--- src/rtl/spi_res_pkg.sv ---
package spi_res_pkg;
  // Kind flag carried in the first bit of each frame.
  typedef enum logic {
    KIND_DIST  = 1'b0,
    KIND_SPEED = 1'b1
  } kind_e;
endpackage

--- src/rtl/spi_res_slot.sv ---
// Free-running slot counter; start_o marks the first cycle of each slot.
module spi_res_slot #(
  parameter int PERIOD = 2000
) (
  input  logic clk,
  input  logic rst,
  output logic start_o
);
  localparam int CW = $clog2(PERIOD);

  logic [CW-1:0] cnt_q;

  always_ff @(posedge clk) begin
    if (rst)                            cnt_q <= '0;
    else if (cnt_q == CW'(PERIOD - 1))  cnt_q <= '0;
    else                                cnt_q <= cnt_q + 1'b1;
  end

  assign start_o = (cnt_q == '0);

  AST_SLOT_RANGE: assert property (@(posedge clk) disable iff (rst)
    cnt_q < CW'(PERIOD));
endmodule

--- src/rtl/spi_res_pick.sv ---
// Holds the latest values and the pending speed request, and forms the frame.
module spi_res_pick
  import spi_res_pkg::*;
#(
  parameter int VAL_W   = 12,
  parameter int FRAME_W = 16
) (
  input  logic               clk,
  input  logic               rst,
  input  logic               start_i,
  input  logic [VAL_W-1:0]   dist_i,
  input  logic               dist_stb_i,
  input  logic [VAL_W-1:0]   spd_i,
  input  logic               spd_stb_i,
  input  logic               spd_sel_i,
  output logic [FRAME_W-1:0] frame_o
);
  localparam int PAD_W = FRAME_W - 1 - VAL_W;

  logic [VAL_W-1:0] dist_q, spd_q;
  logic             pend_q;
  kind_e            kind;

  always_ff @(posedge clk) begin
    if (rst) begin
      dist_q <= '0;
      spd_q  <= '0;
      pend_q <= 1'b0;
    end else begin
      if (dist_stb_i) dist_q <= dist_i;
      if (spd_stb_i)  spd_q  <= spd_i;
      if (spd_stb_i)                         pend_q <= 1'b1;
      else if (start_i && kind == KIND_SPEED) pend_q <= 1'b0;
    end
  end

  always_comb begin
    kind    = (pend_q || spd_sel_i) ? KIND_SPEED : KIND_DIST;
    frame_o = {kind, (kind == KIND_SPEED) ? spd_q : dist_q, {PAD_W{1'b0}}};
  end

  AST_PEND_CLEARS: assert property (@(posedge clk) disable iff (rst)
    (start_i && pend_q && !spd_stb_i) |=> !pend_q);
  AST_PEND_SETS: assert property (@(posedge clk) disable iff (rst)
    spd_stb_i |=> pend_q);
endmodule

--- src/rtl/spi_res_shift.sv ---
// Mode 0 serializer: slave select, divided serial clock, MSB-first data.
module spi_res_shift #(
  parameter int FRAME_W = 16,
  parameter int CLK_DIV = 64
) (
  input  logic               clk,
  input  logic               rst,
  input  logic               start_i,
  input  logic [FRAME_W-1:0] frame_i,
  output logic               sclk_o,
  output logic               mosi_o,
  output logic               cs_n_o
);
  localparam int HALF  = CLK_DIV / 2;
  localparam int DIV_W = $clog2(CLK_DIV);
  localparam int BIT_W = $clog2(FRAME_W);

  logic               busy_q, tail_q;
  logic [DIV_W-1:0]   div_q;
  logic [BIT_W-1:0]   bit_q;
  logic [FRAME_W-1:0] sreg_q;

  always_ff @(posedge clk) begin
    if (rst) begin
      busy_q <= 1'b0;
      tail_q <= 1'b0;
      div_q  <= '0;
      bit_q  <= '0;
      sreg_q <= '0;
      sclk_o <= 1'b0;
      mosi_o <= 1'b0;
      cs_n_o <= 1'b1;
    end else if (start_i && !busy_q) begin
      busy_q <= 1'b1;
      tail_q <= 1'b0;
      div_q  <= '0;
      bit_q  <= '0;
      cs_n_o <= 1'b0;
      sclk_o <= 1'b0;
      mosi_o <= frame_i[FRAME_W-1];
      sreg_q <= {frame_i[FRAME_W-2:0], 1'b0};
    end else if (busy_q) begin
      div_q <= (div_q == DIV_W'(CLK_DIV - 1)) ? '0 : div_q + 1'b1;
      if (div_q == DIV_W'(HALF - 1)) begin
        if (tail_q) begin
          cs_n_o <= 1'b1;
          mosi_o <= 1'b0;
          busy_q <= 1'b0;
          tail_q <= 1'b0;
        end else begin
          sclk_o <= 1'b1;
        end
      end
      if (div_q == DIV_W'(CLK_DIV - 1)) begin
        sclk_o <= 1'b0;
        if (bit_q == BIT_W'(FRAME_W - 1)) begin
          tail_q <= 1'b1;
        end else begin
          bit_q  <= bit_q + 1'b1;
          mosi_o <= sreg_q[FRAME_W-1];
          sreg_q <= {sreg_q[FRAME_W-2:0], 1'b0};
        end
      end
    end
  end

  AST_SCLK_IDLE_LOW: assert property (@(posedge clk) disable iff (rst)
    cs_n_o |-> !sclk_o);
  AST_MOSI_HOLD_HIGH: assert property (@(posedge clk) disable iff (rst)
    (sclk_o && $past(sclk_o)) |-> $stable(mosi_o));
  AST_NO_RESTART: assert property (@(posedge clk) disable iff (rst)
    start_i |-> !busy_q);
  AST_SELECT_CLK_LOW: assert property (@(posedge clk) disable iff (rst)
    $fell(cs_n_o) |-> !sclk_o);
endmodule

--- src/rtl/spi_result_tx.sv ---
module spi_result_tx #(
  parameter int SYS_PER_SLOT = 2000,
  parameter int CLK_DIV      = 64,
  parameter int VAL_W        = 12,
  parameter int FRAME_W      = 16
) (
  input  logic             clk,
  input  logic             rst,
  input  logic [VAL_W-1:0] dist_val_i,
  input  logic             dist_upd_i,
  input  logic [VAL_W-1:0] spd_val_i,
  input  logic             spd_upd_i,
  input  logic             spd_sel_i,
  output logic             spi_sclk_o,
  output logic             spi_mosi_o,
  output logic             spi_cs_n_o
);
  logic               slot_start;
  logic [FRAME_W-1:0] frame;

  spi_res_slot #(.PERIOD(SYS_PER_SLOT)) u_slot (
    .clk(clk), .rst(rst), .start_o(slot_start)
  );

  spi_res_pick #(.VAL_W(VAL_W), .FRAME_W(FRAME_W)) u_pick (
    .clk(clk), .rst(rst), .start_i(slot_start),
    .dist_i(dist_val_i), .dist_stb_i(dist_upd_i),
    .spd_i(spd_val_i), .spd_stb_i(spd_upd_i), .spd_sel_i(spd_sel_i),
    .frame_o(frame)
  );

  spi_res_shift #(.FRAME_W(FRAME_W), .CLK_DIV(CLK_DIV)) u_shift (
    .clk(clk), .rst(rst), .start_i(slot_start), .frame_i(frame),
    .sclk_o(spi_sclk_o), .mosi_o(spi_mosi_o), .cs_n_o(spi_cs_n_o)
  );
endmodule

--- config.mk ---
export PLATFORM = sky130hd
export DESIGN_NAME = spi_result_tx
export DESIGN_NICKNAME = d
export VERILOG_FILES = /design/src/rtl/spi_res_pkg.sv /design/src/rtl/spi_res_slot.sv /design/src/rtl/spi_res_pick.sv /design/src/rtl/spi_res_shift.sv /design/src/rtl/spi_result_tx.sv
export SDC_FILE = /design/constraint.sdc
export NUM_CORES = 1
export LEC_CHECK = 0
export BUFFER_PORTS_ARGS = -buffer_cell sky130_fd_sc_hd__clkbuf_2
export CAP_MARGIN = 5
export CORE_MARGIN = 3
export CORE_UTILIZATION = 50
export CTS_BUF_LIST = sky130_fd_sc_hd__clkbuf_8 sky130_fd_sc_hd__clkbuf_16
export DETAILED_ROUTE_END_ITERATION = 12
export PLACE_DENSITY = 0.66
export SLEW_MARGIN = 20
export SYNTH_ARGS = -nofsm -noshare
export SYNTH_HDL_FRONTEND = slang
export SYNTH_SLANG_ARGS = --single-unit
--- constraint.sdc ---
create_clock -name clk -period 3.52 [get_ports clk]
set_clock_uncertainty 0.2 [all_clocks]
set_input_delay 0.352 -clock clk [delete_from_list [all_inputs] [get_ports clk]]
set_output_delay 0.352 -clock clk [all_outputs]
set_load 0.01 [all_outputs]
==> flow_summary.ini, run 1 <==
[status]
status = finished clean

[critical_path]
start_kind = register
rr_startpoint = u_slot.cnt_q[0]$_SDFF_PP0_
critPathKind = reg -> reg
setup.worst_path.start = u_slot.cnt_q[0]$_SDFF_PP0_
cp.arrival_ns = 2.35
crit_path_end = u_shift.sreg_q[6]$_SDFFE_PP0P_
setup.worst_path.end_class = register
rr_endpoint = u_shift.sreg_q[6]$_SDFFE_PP0P_
reg2reg_depth = 7
required_ns = 3.53
reg2reg_slack_ns = 1.18
cp_max_fo = 22

[clocking]
h-tree-depth = 3
clk_pin_slew_ns = 0.07
worstSkewPairLatency_ns = 0.33
cts_sinks = 63
cts_resized = 0
postCtsHoldBufs = 0
cts_setup_buffers = 0
cts_tree = done
cts_buffers = 9
clock_tree.buffer_depth = 2
cts_root_buf = clkbuf_8

[placement]
dp_hpwl_um = 3770
io_buffers = 31
pre_cts_slack_ns = 1.18
gp_congestion = 0.765
dp.cells = 379
postPlaceCellArea_sq_um = 2950

[power_and_ir_drop]
leakagePower_nw = 1.32
powerDensity_nw_per_um2 = 503
ir_drop_v = 0.000368
finalPower_mw = 1.57

[timing]
rsz0062_at_grt = no
hold_viol = 0
holdWs_ns = 0.0569
finalSetupTns_ns = 0
layout_setup_ws_ns = 1.18
max_freq_mhz = 427
finalSetupViolations = 0
min_period_ns = 2.34
worst_pin_slew_ns = 0.561
final_max_slew_viol_count = 0
relSlewSlack = 0.625
fin_crit_sh = 0.665

[logic_synthesis]
yosysWarnings = 0
synth_cell_types = 45
synth_edf_count = 0
synthTopCellsByArea = dfxtp_1 (46%), mux2i_1 (12%), nor2_1 (7.6%), a2111oi_2 (3.3%), nor3_1 (2.9%)
async_reset_ff_frac = 0
netlist_area_sq_um = 2760
yosysTopAreaCell = dfxtp_1
synthesis.nets = 325
yosysTopAreaCellShare = 0.457
ys_ff_latch = 63
avgSynthCellArea_sq_um = 9.45
ys_seq_area_frac = 0.457
syn_inst = 292
synth_flop_cell = dfxtp_1

[drt]
vias = 2130
finalWirelength_um = 5450
via_per_inst = 5.43
wl_per_cell_um = 13.9
drc_errors = 0
drt_pre_antenna_iters = 4
dr.first_iter.drc_count = 99
drtAntennaViolNets = 0

[die]
start_util = 0.527
rows = 26
dieArea_sq_um = 6440
ios = 32
core_sq_um = 5240
die_y_um = 80.3
die_x_um = 80.3

[cells_and_area]
final_util = 0.598
final_cells = 392
drive_above_1_share = 0.183
stdcell_area_sq_um = 3130
final_nets = 353
area_growth_pct = 13.6
diodes = 0

[global_routing]
overflow = 0
grt_pass1_vias = 2024
antenna_found_initial = 0
grt_max_degree = 38
grt_use_total = 0.188
grt_pass1_wl_um = 9290

[min_path]
min_path_type = in -> reg

[run]
max_cap_violations = 0
[logic make-up after synthesis]
kind of cell	after synthesis	synth area share
AND/OR/NAND/NOR	121	0.212
flip-flops	63	0.457
multiplexers	36	0.132
AO/OA/AOI/OAI	33	0.105
buffers and inverters	22	0.0345
XOR/XNOR	13	0.0413
adder cells (fa/ha/maj)	4	0.0181
[flip-flops by register name (all words and copies together), names as in the netlist]
| name | cells |
|---|---|
| u_shift.mosi_o | 1 |
| u_shift.sreg_q | 12 |
| u_shift.bit_q | 4 |
| u_pick.dist_q | 12 |
| u_shift.div_q | 6 |
| u_pick.spd_q | 12 |
| u_shift.tail_q | 1 |
| u_shift.sclk_o | 1 |
| u_pick.pend_q | 1 |
| u_shift.busy_q | 1 |
| u_shift.cs_n_o | 1 |
| u_slot.cnt_q | 11 |
[power breakdown]
part / switching, mW / internal [mW] / total (mW)
clock network: 0.254 / 0.352 / 0.606
registers: 0.0289 / 0.757 / 0.786
logic: 0.0976 / 0.0848 / 0.182
total: 0.381 / 1.19 / 1.57
[Yosys cell counts (2+ instances only)]
cell	number
a2111oi_0	2
a2111oi_2	6
a21oi_1	10
and3_1	5
and4_1	3
buf_1	4
clkbuf_1	10
dfxtp_1	63
ha_1	4
inv_1	5
mux2_2	2
mux2i_1	34
nand2_1	15
nand3_1	9
nand4_1	6
nor2_1	56
nor3_1	16
nor4_1	2
o21ai_0	3
xnor2_1	5
xor2_1	8
[how the worst min path moves through the flow]
stage | startpoint | to | slack [ns] | cells past startpoint
after floorplan | u_slot.cnt_q[0]$_SDFF_PP0_ | u_slot.cnt_q[0]$_SDFF_PP0_ | 0.24 | 1
after global placement | u_shift.sreg_q[4]$_SDFFE_PP0P_ | u_shift.sreg_q[5]$_SDFFE_PP0P_ | 0.25 | 2
after detailed placement | u_shift.sreg_q[4]$_SDFFE_PP0P_ | u_shift.sreg_q[4]$_SDFFE_PP0P_ | 0.26 | 2
after CTS | spd_val_i[4] | u_pick.spd_q[4]$_SDFFE_PP0P_ | 0.04 | 3
after global routing | dist_val_i[10] | u_pick.dist_q[10]$_SDFFE_PP0P_ | 0.05 | 3
final | spd_val_i[5] | u_pick.spd_q[5]$_SDFFE_PP0P_ | 0.06 | 3
[placed cells by master, fill, tap and decap left out, types with 2 or more instances in the layout]
cell / Yosys / final
and4_1: 3 / 3
o21ai_0: 3 / 3
a2111oi_2: 6 / 6
clkbuf_8: 0 / 11
a21oi_1: 10 / 10
and3_1: 5 / 5
mux2_2: 2 / 2
nor4_1: 2 / 2
buf_4: 1 / 3
nand4_1: 6 / 6
clkbuf_2: 0 / 31
nand2_1: 15 / 15
xnor2_1: 5 / 5
a2111oi_0: 2 / 2
nor3_1: 16 / 16
nor2_1: 56 / 56
dfxtp_1: 63 / 63
inv_1: 5 / 6
ha_1: 4 / 4
xor2_1: 8 / 8
mux2i_1: 34 / 34
nand3_1: 9 / 9
[critical path: stages, from the launching register on]
cell       delay [ns]
dfxtp_1          0.34
inv_1            0.07
ha_1             0.16
or4b_1           0.51
nor4_4           0.15
buf_4            0.32
nor3_1           0.09
a2111oi_0        0.38
[final cells by class]
cell class                 instances  area [sq um]
fill                             468          2100
clock buffer                      11           151
timing repair buffer              34           178
multi-input combinational        207          1400
sequential                        63          1260
inverter                           5          18.8
tap                               70          87.6
clock inverter                     2          33.8
[routing by layer]
| layer | vias to the layer above | wire length, um | global-route usage | share of wire |
|---|---|---|---|---|
| li1 | 1095 | - | - | - |
| met1 | 984 | 2530 | 0.224 | 0.46 |
| met2 | 43 | 2580 | 0.315 | 0.47 |
| met3 | 8 | 241 | 0.0415 | 0.044 |
| met4 | 0 | 97 | 0.0963 | 0.018 |
| met5 | - | 0 | 0 | 0 |
(Power assumes the default switching activity.)
==> inputs of run 2 (changes only) <==
--- a/config.mk
+++ b/config.mk
@@ -5,13 +5,14 @@
 export SDC_FILE = /design/constraint.sdc
 export NUM_CORES = 1
 export LEC_CHECK = 0
+export ABC_AREA = 1
 export BUFFER_PORTS_ARGS = -buffer_cell sky130_fd_sc_hd__clkbuf_2
 export CAP_MARGIN = 5
 export CORE_MARGIN = 3
 export CORE_UTILIZATION = 50
 export CTS_BUF_LIST = sky130_fd_sc_hd__clkbuf_8 sky130_fd_sc_hd__clkbuf_16
 export DETAILED_ROUTE_END_ITERATION = 12
-export PLACE_DENSITY = 0.66
+export PLACE_DENSITY = 0.68
 export SLEW_MARGIN = 20
 export SYNTH_ARGS = -nofsm -noshare
 export SYNTH_HDL_FRONTEND = slang
==> constraint.sdc (replaced) <==
create_clock -name clk -period 2 [get_ports clk]
set_clock_uncertainty 0.2 [all_clocks]
set_input_delay 0.2 -clock clk [delete_from_list [all_inputs] [get_ports clk]]
set_output_delay 0.2 -clock clk [all_outputs]
set_load 0.01 [all_outputs]
==> run 2 against run 1 <==
Effect of this change: synthesized cell count up 35%; first-iteration DRC count rose by 33%; largest cell class unchanged; critical path type unchanged; global-route usage up 1.6 points; cell count grew 35%; largest power group unchanged.
==> flow_summary.ini, run 2 <==
[run]
max_cap_violations = 0

[timing]
fin_crit_sh = 0.907
final_max_slew_viol_count = 0
hold_viol = 0
relSlewSlack = 0.577
finalSetupViolations = 0
min_period_ns = 1.81
max_freq_mhz = 551
rsz0062_at_grt = no
finalSetupTns_ns = 0
worst_pin_slew_ns = 0.633

[critical_path]
required_ns = 2.03
cp.arrival_ns = 1.84
setup.worst_path.end_class = register
start_kind = register
critPathKind = reg -> reg
rr_startpoint = u_shift.div_q[0]$_SDFFE_PP0P_
cp_max_fo = 13
setup.worst_path.start = u_shift.div_q[0]$_SDFFE_PP0P_

[logic_synthesis]
synthTopCellsByArea = dfxtp_1 (44%), nor2_1 (9.6%), nand2_1 (6.9%), a21oi_1 (6.3%), o21ai_0 (5.6%)
syn_inst = 395
synthesis.nets = 428
synth_edf_count = 0
yosysTopAreaCellShare = 0.438
ys_seq_area_frac = 0.438
avgSynthCellArea_sq_um = 7.29
synth_flop_cell = dfxtp_1
ys_ff_latch = 63
synth_most_common_cell = nor2_1
synth_cell_types = 34
async_reset_ff_frac = 0
netlist_area_sq_um = 2880
netlist_top_cells_count = nor2_1 (74), dfxtp_1 (63), nand2_1 (53), inv_1 (40), a21oi_1 (36)
yosysWarnings = 0
yosysTopAreaCell = dfxtp_1

[cells_and_area]
final_cell_mix = nor2_1 (74), dfxtp_1 (63), nand2_1 (52), inv_1 (40), a21oi_1 (36)
final_nets = 484
largestRegisters = u_pick.dist_q x12, u_pick.spd_q x12, u_shift.sreg_q x12
stdcell_area_sq_um = 3550
drive_above_1_share = 0.171
diodes = 0
final_common_cell = nor2_1
num-fill-cells = 523
area_growth_pct = 23.2

[drt]
via_per_inst = 4.91
wl_per_cell_um = 11.8
drt_pre_antenna_iters = 4
drc_errors = 0
dr.first_iter.drc_count = 132
vias = 2595
drtAntennaViolNets = 0
finalWirelength_um = 6210

[power_and_ir_drop]
ir_drop_v = 0.000498
leakagePower_nw = 1.48
finalPower_mw = 2.93
powerDensity_nw_per_um2 = 825

[die]
core_sq_um = 5540
die_x_um = 81.9
rows = 27
start_util = 0.520
dieArea_sq_um = 6710
die_y_um = 81.9
ios = 32

[min_path]
min_from = dist_upd_i
min_path_type = in -> reg

[clocking]
cts_sinks = 63
cts_buffers = 9
cts_tree = done
cts_root_buf = clkbuf_8
h-tree-depth = 3
worstSkewPairLatency_ns = 0.33
clk_pin_slew_ns = 0.07
clock_tree.buffer_depth = 2

[global_routing]
grt_use_total = 0.204
busiest_layer = met2
overflow = 0
grt_pass1_vias = 2321
grt_pass1_wl_um = 10500
use_met1 = 0.273
grt_max_degree = 26
antenna_found_initial = 0
use_met3 = 0.0526
met2_usage = 0.317

[placement]
postPlaceCellArea_sq_um = 3090
io_buffers = 31
dp_hpwl_um = 4090
gp_congestion = 0.778

[status]
status = finished clean
## run 2: cell count changes after synthesis, moves of 13 or more
| cell | delta |
|---|---|
| nand2_1 | +38 |
| inv_1 | +35 |
| mux2i_1 | -34 |
| o21ai_0 | +29 |
| a21oi_1 | +26 |
| nor2_1 | +18 |
| nand3_1 | +13 |
## run 2: layer usage
layer	vias to the layer above	routed length, um
li1	1395	-
met1	1129	3070
met2	62	2730
met3	9	324
met4	0	90
met5	-	0
## run 2: what timing repair did
item                                    4_1_cts  5_1_grt
endpoints found under the setup margin        0       12
setup buffers                                 0        0
hold buffers                                 25        0
gates resized for setup                       0        1
hold endpoints to repair                     28        0
## run 2: final timing paths
| check | endpoint | slack [ns] | depth (start not counted) |
|---|---|---|---|
| worst max-delay path | u_shift.sreg_q[14]$_SDFFE_PP0P_ | 0.19 | 10 |
| worst min register to register | u_shift.sclk_o$_SDFFE_PP0P_ | 0.25 | 2 |
| worst max register to register | u_shift.sreg_q[14]$_SDFFE_PP0P_ | 0.19 | 10 |
| worst min-delay path | u_pick.dist_q[6]$_SDFFE_PP0P_ | 0.15 | 3 |
## run 2: logic make-up after synthesis
group | Yosys count | synth area share
compound gates | 81 | 0.152
xor+xnor | 4 | 0.0122
fa+ha+maj | 4 | 0.0174
buf+inv | 62 | 0.0912
flops | 63 | 0.438
simple gates | 181 | 0.290
## run 2: final cells by class
type / instances / area (sq um) / share of cell area
clock buffers: 11 / 151 / 0.0426
clock inverters: 5 / 56.3 / 0.0159
inverters: 45 / 169 / 0.0476
multi-input cells: 270 / 1360 / 0.383
flip-flops and latches: 63 / 1260 / 0.355
well taps: 72 / 90.1 / 0.0254
repair buffers: 62 / 463 / 0.130
## run 2: critical path, stage by stage, from the launching register on
cell	delay (ns)
dfxtp_1	0.35
ha_1	0.20
nand2_2	0.10
nor2_4	0.11
nand2_2	0.08
inv_2	0.07
nand2_2	0.17
nand2_4	0.22
nor2_1	0.06
nor2_1	0.10
nor2_1	0.05
## run 2: power by group
group | total, mW | leakage [nW] | internal, mW | switching (mW)
Sequential | 1.38 | 0.518 | 1.34 | 0.0432
Clock | 1.13 | 0.105 | 0.641 | 0.489
Combinational | 0.415 | 0.857 | 0.179 | 0.236
## run 2: metrics by stage
stage	hold slack, ns	std cells	worst slack (ns)	util
floorplan	0.0691	395	0.375	-
detailed placement	0.227	487	0.0920	0.558
finish	0.153	528	0.187	0.641
global placement	0.224	487	0.191	0.558
global route	0.149	528	0.0493	0.641
CTS	0.124	528	0.0947	0.640
==> inputs of run 3 (changes only) <==
--- a/config.mk
+++ b/config.mk
@@ -16,4 +16,5 @@
 export SLEW_MARGIN = 20
 export SYNTH_ARGS = -nofsm -noshare
 export SYNTH_HDL_FRONTEND = slang
+export SYNTH_HIERARCHICAL = 1
 export SYNTH_SLANG_ARGS = --single-unit
==> run 3 against run 2 <==
Effect of this change: total power up 5.6%; register-to-register slack worse by 0.05 ns; non-clock buffer count up 4; core utilization down 0.33 points; cell count up 11%; sequential share of layout area down 0.93 points; fmax down 2.7%; first-iteration DRC count up 47%; routed wire length up 15%; synthesized area up 9.2%; largest power group unchanged; highest routed layer unchanged.
==> flow_summary.ini, run 3 <==
[clocking]
cts_sinks = 66
cts_root_buf = clkbuf_8
clk_pin_slew_ns = 0.07
h-tree-depth = 3
cts_buffers = 9
worstSkewPairLatency_ns = 0.34
cts_tree = done
clock_tree.buffer_depth = 2

[timing]
fin_crit_sh = 0.931
final_max_slew_viol_count = 0
relSlewSlack = 0.638
worst_pin_slew_ns = 0.542
max_freq_mhz = 537
finalSetupViolations = 0
rsz0062_at_grt = yes
hold_viol = 0
min_period_ns = 1.86

[global_routing]
antenna_found_initial = 0
grt_pass1_vias = 2737
grt_use_total = 0.211
grt_pass1_wl_um = 12300
overflow = 0
grt_max_degree = 25

[die]
die_y_um = 85.3
dieArea_sq_um = 7280
die_x_um = 85.3
ios = 32
rows = 28
start_util = 0.525
core_sq_um = 5990

[min_path]
min_path_type = in -> reg
min_to = u_pick/spd_q[1]$_SDFFE_PP0P_
hold_depth = 3
min_from = spd_upd_i

[logic_synthesis]
synth_flop_cell = dfxtp_1
yosysTopAreaCellShare = 0.420
synth_cell_types = 30
ys_seq_area_frac = 0.420
yosysWarnings = 6
synth_most_common_cell = nand2_1
netlist_area_sq_um = 3150
yosysTopAreaCell = dfxtp_1
ys_ff_latch = 66
netlist_top_cells_count = nand2_1 (131), nor2_1 (70), dfxtp_1 (66), inv_1 (33), nand3_1 (29)
syn_inst = 449
avgSynthCellArea_sq_um = 7.01
synthTopCellsByArea = dfxtp_1 (42%), nand2_1 (16%), nor2_1 (8.3%), nand3_1 (4.6%), o21ai_0 (4.1%)
synth_edf_count = 0
async_reset_ff_frac = 0

[power_and_ir_drop]
combPwrFrac = 0.134
leakagePower_nw = 1.73
powerDensity_nw_per_um2 = 810
p_int_mw = 2.29
ir_drop_v = 0.000491
p_switching_mw = 0.804
p_clk_frac = 0.407
pwr-share-seq = 0.458
p_sw_frac = 0.260

[cells_and_area]
final_util = 0.638
diodes = 0
stdcell_area_sq_um = 3820
final_nets = 539
seqCellArea_sq_um = 1320
final_common_cell = nand2_1
num-fill-cells = 537
drive_above_1_share = 0.172
multi_input_area_sq_um = 1530
area_growth_pct = 21.4
largestRegisters = u_shift/sreg_q x15, u_pick/dist_q x12, u_pick/spd_q x12
final_cell_mix = nand2_1 (131), nor2_1 (69), dfxtp_1 (66), inv_1 (33), clkbuf_2 (31)
largest_reg_flops = 15
top_register = u_shift/sreg_q

[critical_path]
start_kind = register
cp.arrival_ns = 1.88
setup.worst_path.end_class = register
rr_startpoint = u_slot/cnt_q[1]$_SDFF_PP0_
rr_endpoint = u_shift/sreg_q[5]$_SDFFE_PP0P_
cp_max_fo = 16
reg2reg_depth = 12
required_ns = 2.02
critPathKind = reg -> reg
reg2reg_slack_ns = 0.14

[drt]
via_per_inst = 4.93
finalWirelength_um = 7120
drc_errors = 0
dr.first_iter.drc_count = 194
vias = 2890
wl_per_cell_um = 12.1
drtAntennaViolNets = 0
drt_pre_antenna_iters = 4

[run]
max_cap_violations = 0

[placement]
gp_congestion = 0.799
dp_hpwl_um = 4730
io_buffers = 31
postPlaceCellArea_sq_um = 3310

[status]
status = finished clean
==> run 3: changes by cell type after synthesis, sizes merged, moves of 6 or more <==
cell / change
nand3: +7
a21oi: -6
o211ai: -9
inv: -6
nand2: +78
o21ai: -6
==> run 3: per-layer routing <==
metal / GRT usage / vias up / part of all wire
met5: 0 / - / 0
met4: 0.0863 / 0 / 0.018
met3: 0.0340 / 12 / 0.029
met2: 0.337 / 54 / 0.47
met1: 0.282 / 1306 / 0.48
li1: - / 1518 / -
==> run 3: critical path, stage by stage (launching register included) <==
cell and delay [ns]:
dfxtp_1 0.32, inv_1 0.05, ha_1 0.13, nand4_1 0.10, nor3_2 0.14, inv_1 0.11, nor2_4 0.18, inv_4 0.12
buf_12 0.16, nand2_1 0.05, nand2_1 0.05, nand2_1 0.06, a21oi_1 0.05
==> run 3: logic make-up after synthesis <==
logic type | after synthesis | share of synthesized area
flip-flops | 66 | 0.420
XOR/XNOR | 5 | 0.0139
AND/OR/NAND/NOR | 254 | 0.345
buffers and inverters | 60 | 0.102
adder cells (fa/ha/maj) | 4 | 0.0159
AO/OA/AOI/OAI | 59 | 0.102
other | 1 | 0.00119
==> run 3: repair_timing <==
item | in CTS | in global routing
endpoints found under the setup margin | 0 | 19
hold endpoints to repair | 31 | 0
buffers inserted | 0 | 1
resized for setup | 0 | 7
hold buffers | 25 | 0
==> run 3: layout make-up <==
type,instances,area share
multi-input combinational,325,0.401
sequential,66,0.346
timing repair buffer,66,0.130
inverter,38,0.0393
clock buffer,10,0.0360
tap,75,0.0246
clock inverter,6,0.0236
==> run 3: how the worst max path moves through the flow <==
| stage | start | to | slack (ns) |
|---|---|---|---|
| after floorplan | u_slot/cnt_q[0]$_SDFF_PP0_ | u_shift/sreg_q[10]$_SDFFE_PP0P_ | 0.17 |
| after global placement | u_slot/cnt_q[1]$_SDFF_PP0_ | u_shift/div_q[4]$_SDFFE_PP0P_ | 0.14 |
| after detailed placement | u_slot/cnt_q[1]$_SDFF_PP0_ | u_shift/sreg_q[12]$_SDFFE_PP0P_ | 0.07 |
| after CTS | u_slot/cnt_q[1]$_SDFF_PP0_ | u_shift/sreg_q[12]$_SDFFE_PP0P_ | 0.06 |
| after global routing | u_slot/cnt_q[1]$_SDFF_PP0_ | u_shift/sreg_q[6]$_SDFFE_PP0P_ | -0.02 |
| final | u_slot/cnt_q[1]$_SDFF_PP0_ | u_shift/sreg_q[5]$_SDFFE_PP0P_ | 0.14 |
==> run 3: power by group through the flow <==
stage	Combinational, mW	Sequential (mW)	Clock (mW)
after detailed placement	0.357	1.45	0
final	0.416	1.42	1.26
after floorplan	0.272	1.44	0
after global routing	0.471	1.42	1.35
after global placement	0.350	1.45	0
after CTS	0.398	1.42	1.28
==> run 3: through the flow <==
step	TNS [ns]	instances	hold WS, ns	power (mW)	setup WS (ns)
after floorplan	0	451	0.0691	1.71	0.166
after CTS	0	585	0.107	3.10	0.0575
after global placement	0	544	0.223	1.80	0.140
after detailed placement	0	544	0.231	1.80	0.0734
after global routing	-0.0565	586	0.159	3.24	-0.0226
final	0	586	0.127	3.09	0.137
